### src/rtl/chain_route_pkg.sv
`timescale 1ns/1ps
package chain_route_pkg;

  // Direction codes carried on res_dir
  localparam logic [1:0] DIR_LEFT  = 2'b00;
  localparam logic [1:0] DIR_RIGHT = 2'b01;
  localparam logic [1:0] DIR_UP    = 2'b10;
  localparam logic [1:0] DIR_LOCAL = 2'b11;

  // Configuration actions carried on cfg_op
  localparam logic [1:0] CFG_SET_ID     = 2'd0;
  localparam logic [1:0] CFG_SET_SIDE   = 2'd1;
  localparam logic [1:0] CFG_PUT_ENTRY  = 2'd2;
  localparam logic [1:0] CFG_DROP_ENTRY = 2'd3;

  // One forced table entry
  typedef struct packed {
    logic       en;
    logic [1:0] code;
  } entry_force_t;

endpackage

### src/rtl/crs_default_gen.sv
`timescale 1ns/1ps
// Builds the default direction bits (1 = right, 0 = left) from the node
// identifier and the side of the chain the node lies on.
module crs_default_gen #(
  parameter int unsigned ID_W = 16
) (
  input  logic [ID_W-1:0] node_id,
  input  logic            side_right,
  output logic [ID_W-1:0] dflt_bits
);

  localparam logic [ID_W-1:0] TOP_MASK = {1'b1, {(ID_W-1){1'b0}}};

  function automatic logic [ID_W-1:0] chain_default(
    input logic [ID_W-1:0] id,
    input logic            right
  );
    if (right) return (~id) ^ TOP_MASK;
    return id;
  endfunction

  assign dflt_bits = chain_default(node_id, side_right);

endmodule

### src/rtl/crs_msb_pick.sv
`timescale 1ns/1ps
// Finds the most significant set bit of a difference vector.
module crs_msb_pick #(
  parameter int unsigned W     = 16,
  parameter int unsigned IDX_W = (W > 1) ? $clog2(W) : 1
) (
  input  logic [W-1:0]     diff,
  output logic [W-1:0]     pick_oh,
  output logic [IDX_W-1:0] pick_idx,
  output logic             pick_any
);

  logic [W-1:0] above;

  assign above[W-1] = 1'b0;

  genvar g;
  generate
    for (g = 0; g < W - 1; g++) begin : g_above
      assign above[g] = above[g+1] | diff[g+1];
    end
    for (g = 0; g < W; g++) begin : g_oh
      assign pick_oh[g] = diff[g] & ~above[g];
    end
  endgenerate

  function automatic logic [IDX_W-1:0] oh_to_index(input logic [W-1:0] oh);
    logic [IDX_W-1:0] r;
    r = '0;
    for (int i = 0; i < W; i++) begin
      if (oh[i]) r = r | IDX_W'(i);
    end
    return r;
  endfunction

  assign pick_idx = oh_to_index(pick_oh);
  assign pick_any = |diff;

endmodule

### src/rtl/crs_dir_table.sv
`timescale 1ns/1ps
// Direction table: default bits merged with per-entry forced codes.
module crs_dir_table
  import chain_route_pkg::*;
#(
  parameter int unsigned ID_W  = 16,
  parameter int unsigned IDX_W = (ID_W > 1) ? $clog2(ID_W) : 1
) (
  input  logic             clk,
  input  logic             rst_n,
  input  logic             wr_put,
  input  logic             wr_drop,
  input  logic [IDX_W-1:0] wr_idx,
  input  logic [1:0]       wr_code,
  input  logic [ID_W-1:0]  dflt_bits,
  input  logic [IDX_W-1:0] rd_idx,
  output logic [1:0]       rd_code,
  output logic [ID_W-1:0]  force_en_vec
);

  entry_force_t force_q [ID_W];
  logic [1:0]   eff     [ID_W];

  function automatic logic [1:0] merge_entry(
    input entry_force_t f,
    input logic         dflt
  );
    if (f.en) return f.code;
    return dflt ? DIR_RIGHT : DIR_LEFT;
  endfunction

  genvar g;
  generate
    for (g = 0; g < ID_W; g++) begin : g_entry
      always_ff @(posedge clk or negedge rst_n) begin
        if (!rst_n) begin
          force_q[g] <= '0;
        end else if (wr_idx == IDX_W'(g)) begin
          if (wr_put) begin
            force_q[g].en   <= 1'b1;
            force_q[g].code <= wr_code;
          end else if (wr_drop) begin
            force_q[g].en   <= 1'b0;
          end
        end
      end
      assign eff[g]          = merge_entry(force_q[g], dflt_bits[g]);
      assign force_en_vec[g] = force_q[g].en;
    end
  endgenerate

  assign rd_code = eff[rd_idx];

endmodule

### src/rtl/chain_route_sel.sv
`timescale 1ns/1ps
// Route direction selector for one switch of a linear node chain.
module chain_route_sel
  import chain_route_pkg::*;
#(
  parameter int unsigned     ID_W        = 16,
  parameter logic [ID_W-1:0] RESET_ID    = '0,
  parameter logic            RESET_RIGHT = 1'b1,
  localparam int unsigned    IDX_W       = (ID_W > 1) ? $clog2(ID_W) : 1
) (
  input  logic             clk,
  input  logic             rst_n,
  input  logic             hdr_valid,
  output logic             hdr_ready,
  input  logic [ID_W-1:0]  hdr_dest,
  output logic             res_valid,
  input  logic             res_ready,
  output logic [1:0]       res_dir,
  input  logic             cfg_we,
  input  logic [1:0]       cfg_op,
  input  logic [IDX_W-1:0] cfg_idx,
  input  logic [ID_W-1:0]  cfg_data
);

  // Node settings
  logic [ID_W-1:0] node_id_q;
  logic            side_right_q;

  // Named internal events
  logic            accept;
  logic            set_id, set_side, put_entry, drop_entry;
  logic [ID_W-1:0] diff;
  logic [ID_W-1:0] pick_oh;
  logic [IDX_W-1:0] pick_idx;
  logic            pick_any;
  logic [ID_W-1:0] dflt_bits;
  logic [ID_W-1:0] force_en_vec;
  logic [1:0]      table_code;
  logic [1:0]      lookup_dir;

  assign set_id     = cfg_we && (cfg_op == CFG_SET_ID);
  assign set_side   = cfg_we && (cfg_op == CFG_SET_SIDE);
  assign put_entry  = cfg_we && (cfg_op == CFG_PUT_ENTRY);
  assign drop_entry = cfg_we && (cfg_op == CFG_DROP_ENTRY);

  always_ff @(posedge clk or negedge rst_n) begin
    if (!rst_n) begin
      node_id_q    <= RESET_ID;
      side_right_q <= RESET_RIGHT;
    end else begin
      if (set_id)   node_id_q    <= cfg_data;
      if (set_side) side_right_q <= cfg_data[0];
    end
  end

  crs_default_gen #(.ID_W(ID_W)) u_dflt (
    .node_id    (node_id_q),
    .side_right (side_right_q),
    .dflt_bits  (dflt_bits)
  );

  crs_dir_table #(.ID_W(ID_W), .IDX_W(IDX_W)) u_table (
    .clk          (clk),
    .rst_n        (rst_n),
    .wr_put       (put_entry),
    .wr_drop      (drop_entry),
    .wr_idx       (cfg_idx),
    .wr_code      (cfg_data[1:0]),
    .dflt_bits    (dflt_bits),
    .rd_idx       (pick_idx),
    .rd_code      (table_code),
    .force_en_vec (force_en_vec)
  );

  assign diff = hdr_dest ^ node_id_q;

  crs_msb_pick #(.W(ID_W), .IDX_W(IDX_W)) u_pick (
    .diff     (diff),
    .pick_oh  (pick_oh),
    .pick_idx (pick_idx),
    .pick_any (pick_any)
  );

  assign lookup_dir = pick_any ? table_code : DIR_LOCAL;

  // Result register with its own handshake
  assign hdr_ready = !res_valid || res_ready;
  assign accept    = hdr_valid && hdr_ready;

  always_ff @(posedge clk or negedge rst_n) begin
    if (!rst_n) begin
      res_valid <= 1'b0;
      res_dir   <= DIR_LOCAL;
    end else if (accept) begin
      res_valid <= 1'b1;
      res_dir   <= lookup_dir;
    end else if (res_ready) begin
      res_valid <= 1'b0;
    end
  end

endmodule

### config.mk
export PLATFORM = sky130hd
export DESIGN_NAME = chain_route_sel
export DESIGN_NICKNAME = d
export VERILOG_FILES = /design/src/rtl/chain_route_pkg.sv /design/src/rtl/crs_default_gen.sv /design/src/rtl/crs_msb_pick.sv /design/src/rtl/crs_dir_table.sv /design/src/rtl/chain_route_sel.sv
export SDC_FILE = /design/constraint.sdc
export NUM_CORES = 1
export LEC_CHECK = 0
export ABC_CLOCK_PERIOD_IN_PS = 5700
export BUFFER_PORTS_ARGS = -buffer_cell sky130_fd_sc_hd__buf_4
export CAP_MARGIN = 25
export CORE_ASPECT_RATIO = 0.7
export CORE_UTILIZATION = 40
export DETAILED_ROUTE_END_ITERATION = 16
export PLACE_DENSITY = 0.61
export SLEW_MARGIN = 20
export SYNTH_ARGS = -nofsm -noshare
export SYNTH_HDL_FRONTEND = slang
export SYNTH_SLANG_ARGS = --single-unit
### constraint.sdc
create_clock -name clk -period 5.7 [get_ports clk]
set_input_delay 0.57 -clock clk [delete_from_list [all_inputs] [get_ports clk]]
set_output_delay 0.57 -clock clk [all_outputs]
set_load 0.05 [all_outputs]
==> flow_summary.yaml <==
status:
  run_status: "finished clean"
global_routing:
  grt.overflow.total: 0
  antenna_violations_before_repair: 0
  first_pass_grt_wire_length_microns: 14200
  number_of_global_route_vias_before_repair: 2748
  grt_max_degree: 69
  grt_use_total_pct: 20.4
sta:
  clock_skew_ns: 0.00519
  grt_setup_unrepaired: "no"
  final.period_utilization_pct: 43.7
  worstMarginPinSlew_ns: 0.856
  slew_headroom_pct: 42.9
  fin_ws_ns: 3.21
  post-route-min-period_ns: 2.49
  timing_hold_violations_final: 0
  timing.final.max_slew_violations: 0
  tns_ns: 0
  achievable-frequency_mhz: 401
  setup_violation_total_in_the_final_timing_report: 0
clock_tree:
  worst_setup_hold_path_clk_slew_ns: 0.05
  cts_hold_repair.buffers: 0
  cts.sinks: 68
  tritoncts.num_buffers: 9
  cts.path.max_buffers: 2
  post_cts.repair.setup_buffers: 0
  clkLatencyLatePin_ns: 0.33
  cts-resized-gates: 0
  htree_levels: 3
  tritoncts_clock_tree: "done"
  clock-root-buffer: "clkbuf_16"
logic_synthesis:
  synth-async-reset-ratio_pct: 100
  postSynthRegisterBits: 68
  yosys-top-cells-area: "dfrtp_1 44%, mux2_2 15%, xnor2_1 5.2%"
  synth_cells: 333
  synth_ff_type: "dfrtp_1"
  most_frequent_cell_after_synthesis: "dfrtp_1"
  synth.net_count: 376
  syn-cell-area_sq_um: 3710
  synth.lib_cells_used.distinct: 52
  yosys_warnings: 0
  synth_largest_area_cell: "dfrtp_1"
  syn_area_per_cell_sq_um: 11.1
  seq_area_frac_synth_pct: 46.0
  yosys-top-cells-count: "65 x dfrtp_1, 49 x mux2_2, 36 x nand2_1"
  synth_top_cell_area_share_pct: 43.9
  synth_edf_count: 0
critical_path:
  critical_path.reg2reg.startpoint: "node_id_q[6]"
  cp.arrival_ns: 2.73
  startpoint_type: "register"
  data_required_time_of_the_worst_path_ns: 5.93
  path_max_fanout: 11
  path_type_of_the_worst_setup_path: "reg -> reg"
  setup.worst_path.end_class: "register"
  worst_setup_startpoint: "node_id_q[6]"
pwr:
  seq_power_share_pct: 40.3
  comb_power_share_pct: 25.5
  cellPowerDensity_nw_per_um2: 364
  power.share.switching_pct: 30.3
  cellLeakagePower_nw: 2.01
  power.internal_mw: 1.13
  irDropWorstVdd_v: 0.000163
  power.switching_mw: 0.491
  power_mw: 1.62
  power.clock.fraction_pct: 34.1
cells_and_area:
  fillerInstances: 768
  n_antenna_cell: 0
  finalCoreUtilization_pct: 51.0
  design.final.nets: 424
  footprint_of_the_flip_flops_and_latches_sq_um: 1710
  areaGrowthSynthToFinish_pct: 20.1
  post_route_cells_drive_above_1_share_pct: 33.7
  final_cell_area_sq_um: 4450
  multiInputGateArea_sq_um: 1940
place:
  half_perimeter_wire_length_after_detailed_placement_microns: 6430
  detailedPlace.worstSlack_ns: 2.93
  post_dp_cell_area_sq_um: 4160
  gp_congestion: 0.781
  numPortBuffers: 46
floorplanning:
  coreArea_sq_um: 8720
  placementRows: 28
  floorplan.die_area_sq_um: 9660
  die_extent_in_x_microns: 117
  count_of_boundary_i_o_pins: 47
  initial_core_util_pct: 42.5
  die_height_microns: 82.5
routing:
  detailedRoute.firstIterationViolations: 135
  wl_met1_microns: 4400
  first_pass_iters: 4
  drt_via_density: 5.23
  wl_met2_microns: 3860
  remaining_drc_errors: 0
  detail_route.wirelength_microns: 8730
  detailroute.wirelength.met3_microns: 413
  drtAntennaViolNets: 0
  post_drt_wl_per_cell_microns: 17.2
  top_layer_used: "met4"
  routed-via-count: 2646
worst_hold_path:
  min-delay-path-class: "in -> async"
run:
  max-cap-violations: 0
[layer usage]
layer,GRT usage (%),vias up
li1,-,1288
met1,28.6,1294
met2,30.8,59
met3,4.89,5
met4,6.84,0
met5,0,-
[flip-flops by register name (all words and copies together) (netlist names)]
name,flops
res_valid,1
res_dir,2
u_table.force_q,32
side_right_q,1
node_id_q,16
u_table.force_en_vec,16
[cells in the final DEF, fill, tap and decap left out, types with 5 or more instances in the layout]
cell,n
mux2i_1,9
xor2_1,5
o21ai_0,15
mux2_2,49
o211ai_1,7
xnor2_1,22
nand3_1,12
buf_4,47
nand2_1,36
dfrtp_1,65
clkbuf_16,9
nor2_1,29
a21o_1,16
[worst max-delay path, cell delays in order, from the launching register on]
cell and delay (ns):
dfrtp_1 0.45, xor2_2 0.21, nor4_4 0.38, a221oi_2 0.14, o31ai_4 0.47, nand3_1 0.13, o21ai_0 0.18, a211oi_1 0.14
nor4_1 0.30
[final cells by class]
| type | count | area share (%) |
|---|---|---|
| clock buffers | 15 | 6.01 |
| well taps | 120 | 3.37 |
| flip-flops and latches | 68 | 38.3 |
| multi-input cells | 254 | 43.6 |
| clock inverters | 1 | 0.674 |
| inverters | 1 | 0.0843 |
| repair buffers | 47 | 7.92 |
[power by group through the flow]
stage	combinational, mW	sequential, mW	clock (mW)
2_1_floorplan	0.297	0.653	0
3_3_place_gp	0.412	0.660	0
3_5_place_dp	0.416	0.662	0
4_1_cts	0.418	0.654	0.569
5_1_grt	0.452	0.666	0.587
6_report	0.413	0.653	0.553
[metrics by stage]
| stage | hold slack [ns] | cells |
|---|---|---|
| after detailed placement | 0.496 | 490 |
| after global placement | 0.491 | 490 |
| final | 0.326 | 506 |
| after floorplan | 0.274 | 333 |
| after CTS | 0.390 | 506 |
| after global routing | 0.407 | 506 |
[cell families (layout without fill, tap and decap cells)]
| logic type | Yosys count | after routing | share of synthesized area (%) |
|---|---|---|---|
| flip-flops | 68 | 68 | 46.0 |
| AO/OA/AOI/OAI | 61 | 61 | 12.0 |
| buffers and inverters | 11 | 64 | 1.72 |
| XOR/XNOR | 34 | 34 | 9.45 |
| multiplexers | 58 | 58 | 17.3 |
| AND/OR/NAND/NOR | 101 | 101 | 13.5 |
[worst paths after layout]
path                                             to  slack, ns  cells after the start
max in group asynchronous  u_table.force_en_vec[15]       4.79                      1
setup reg to reg                         res_dir[1]       3.21                      8
setup / recovery                         res_dir[1]       3.21                      8
hold / removal                         node_id_q[5]       0.33                      1
min in group clk                          res_valid       0.45                      2
hold reg to reg                 u_table.force_q[12]       0.51                      1
Power figures use the tool's default switching activity.
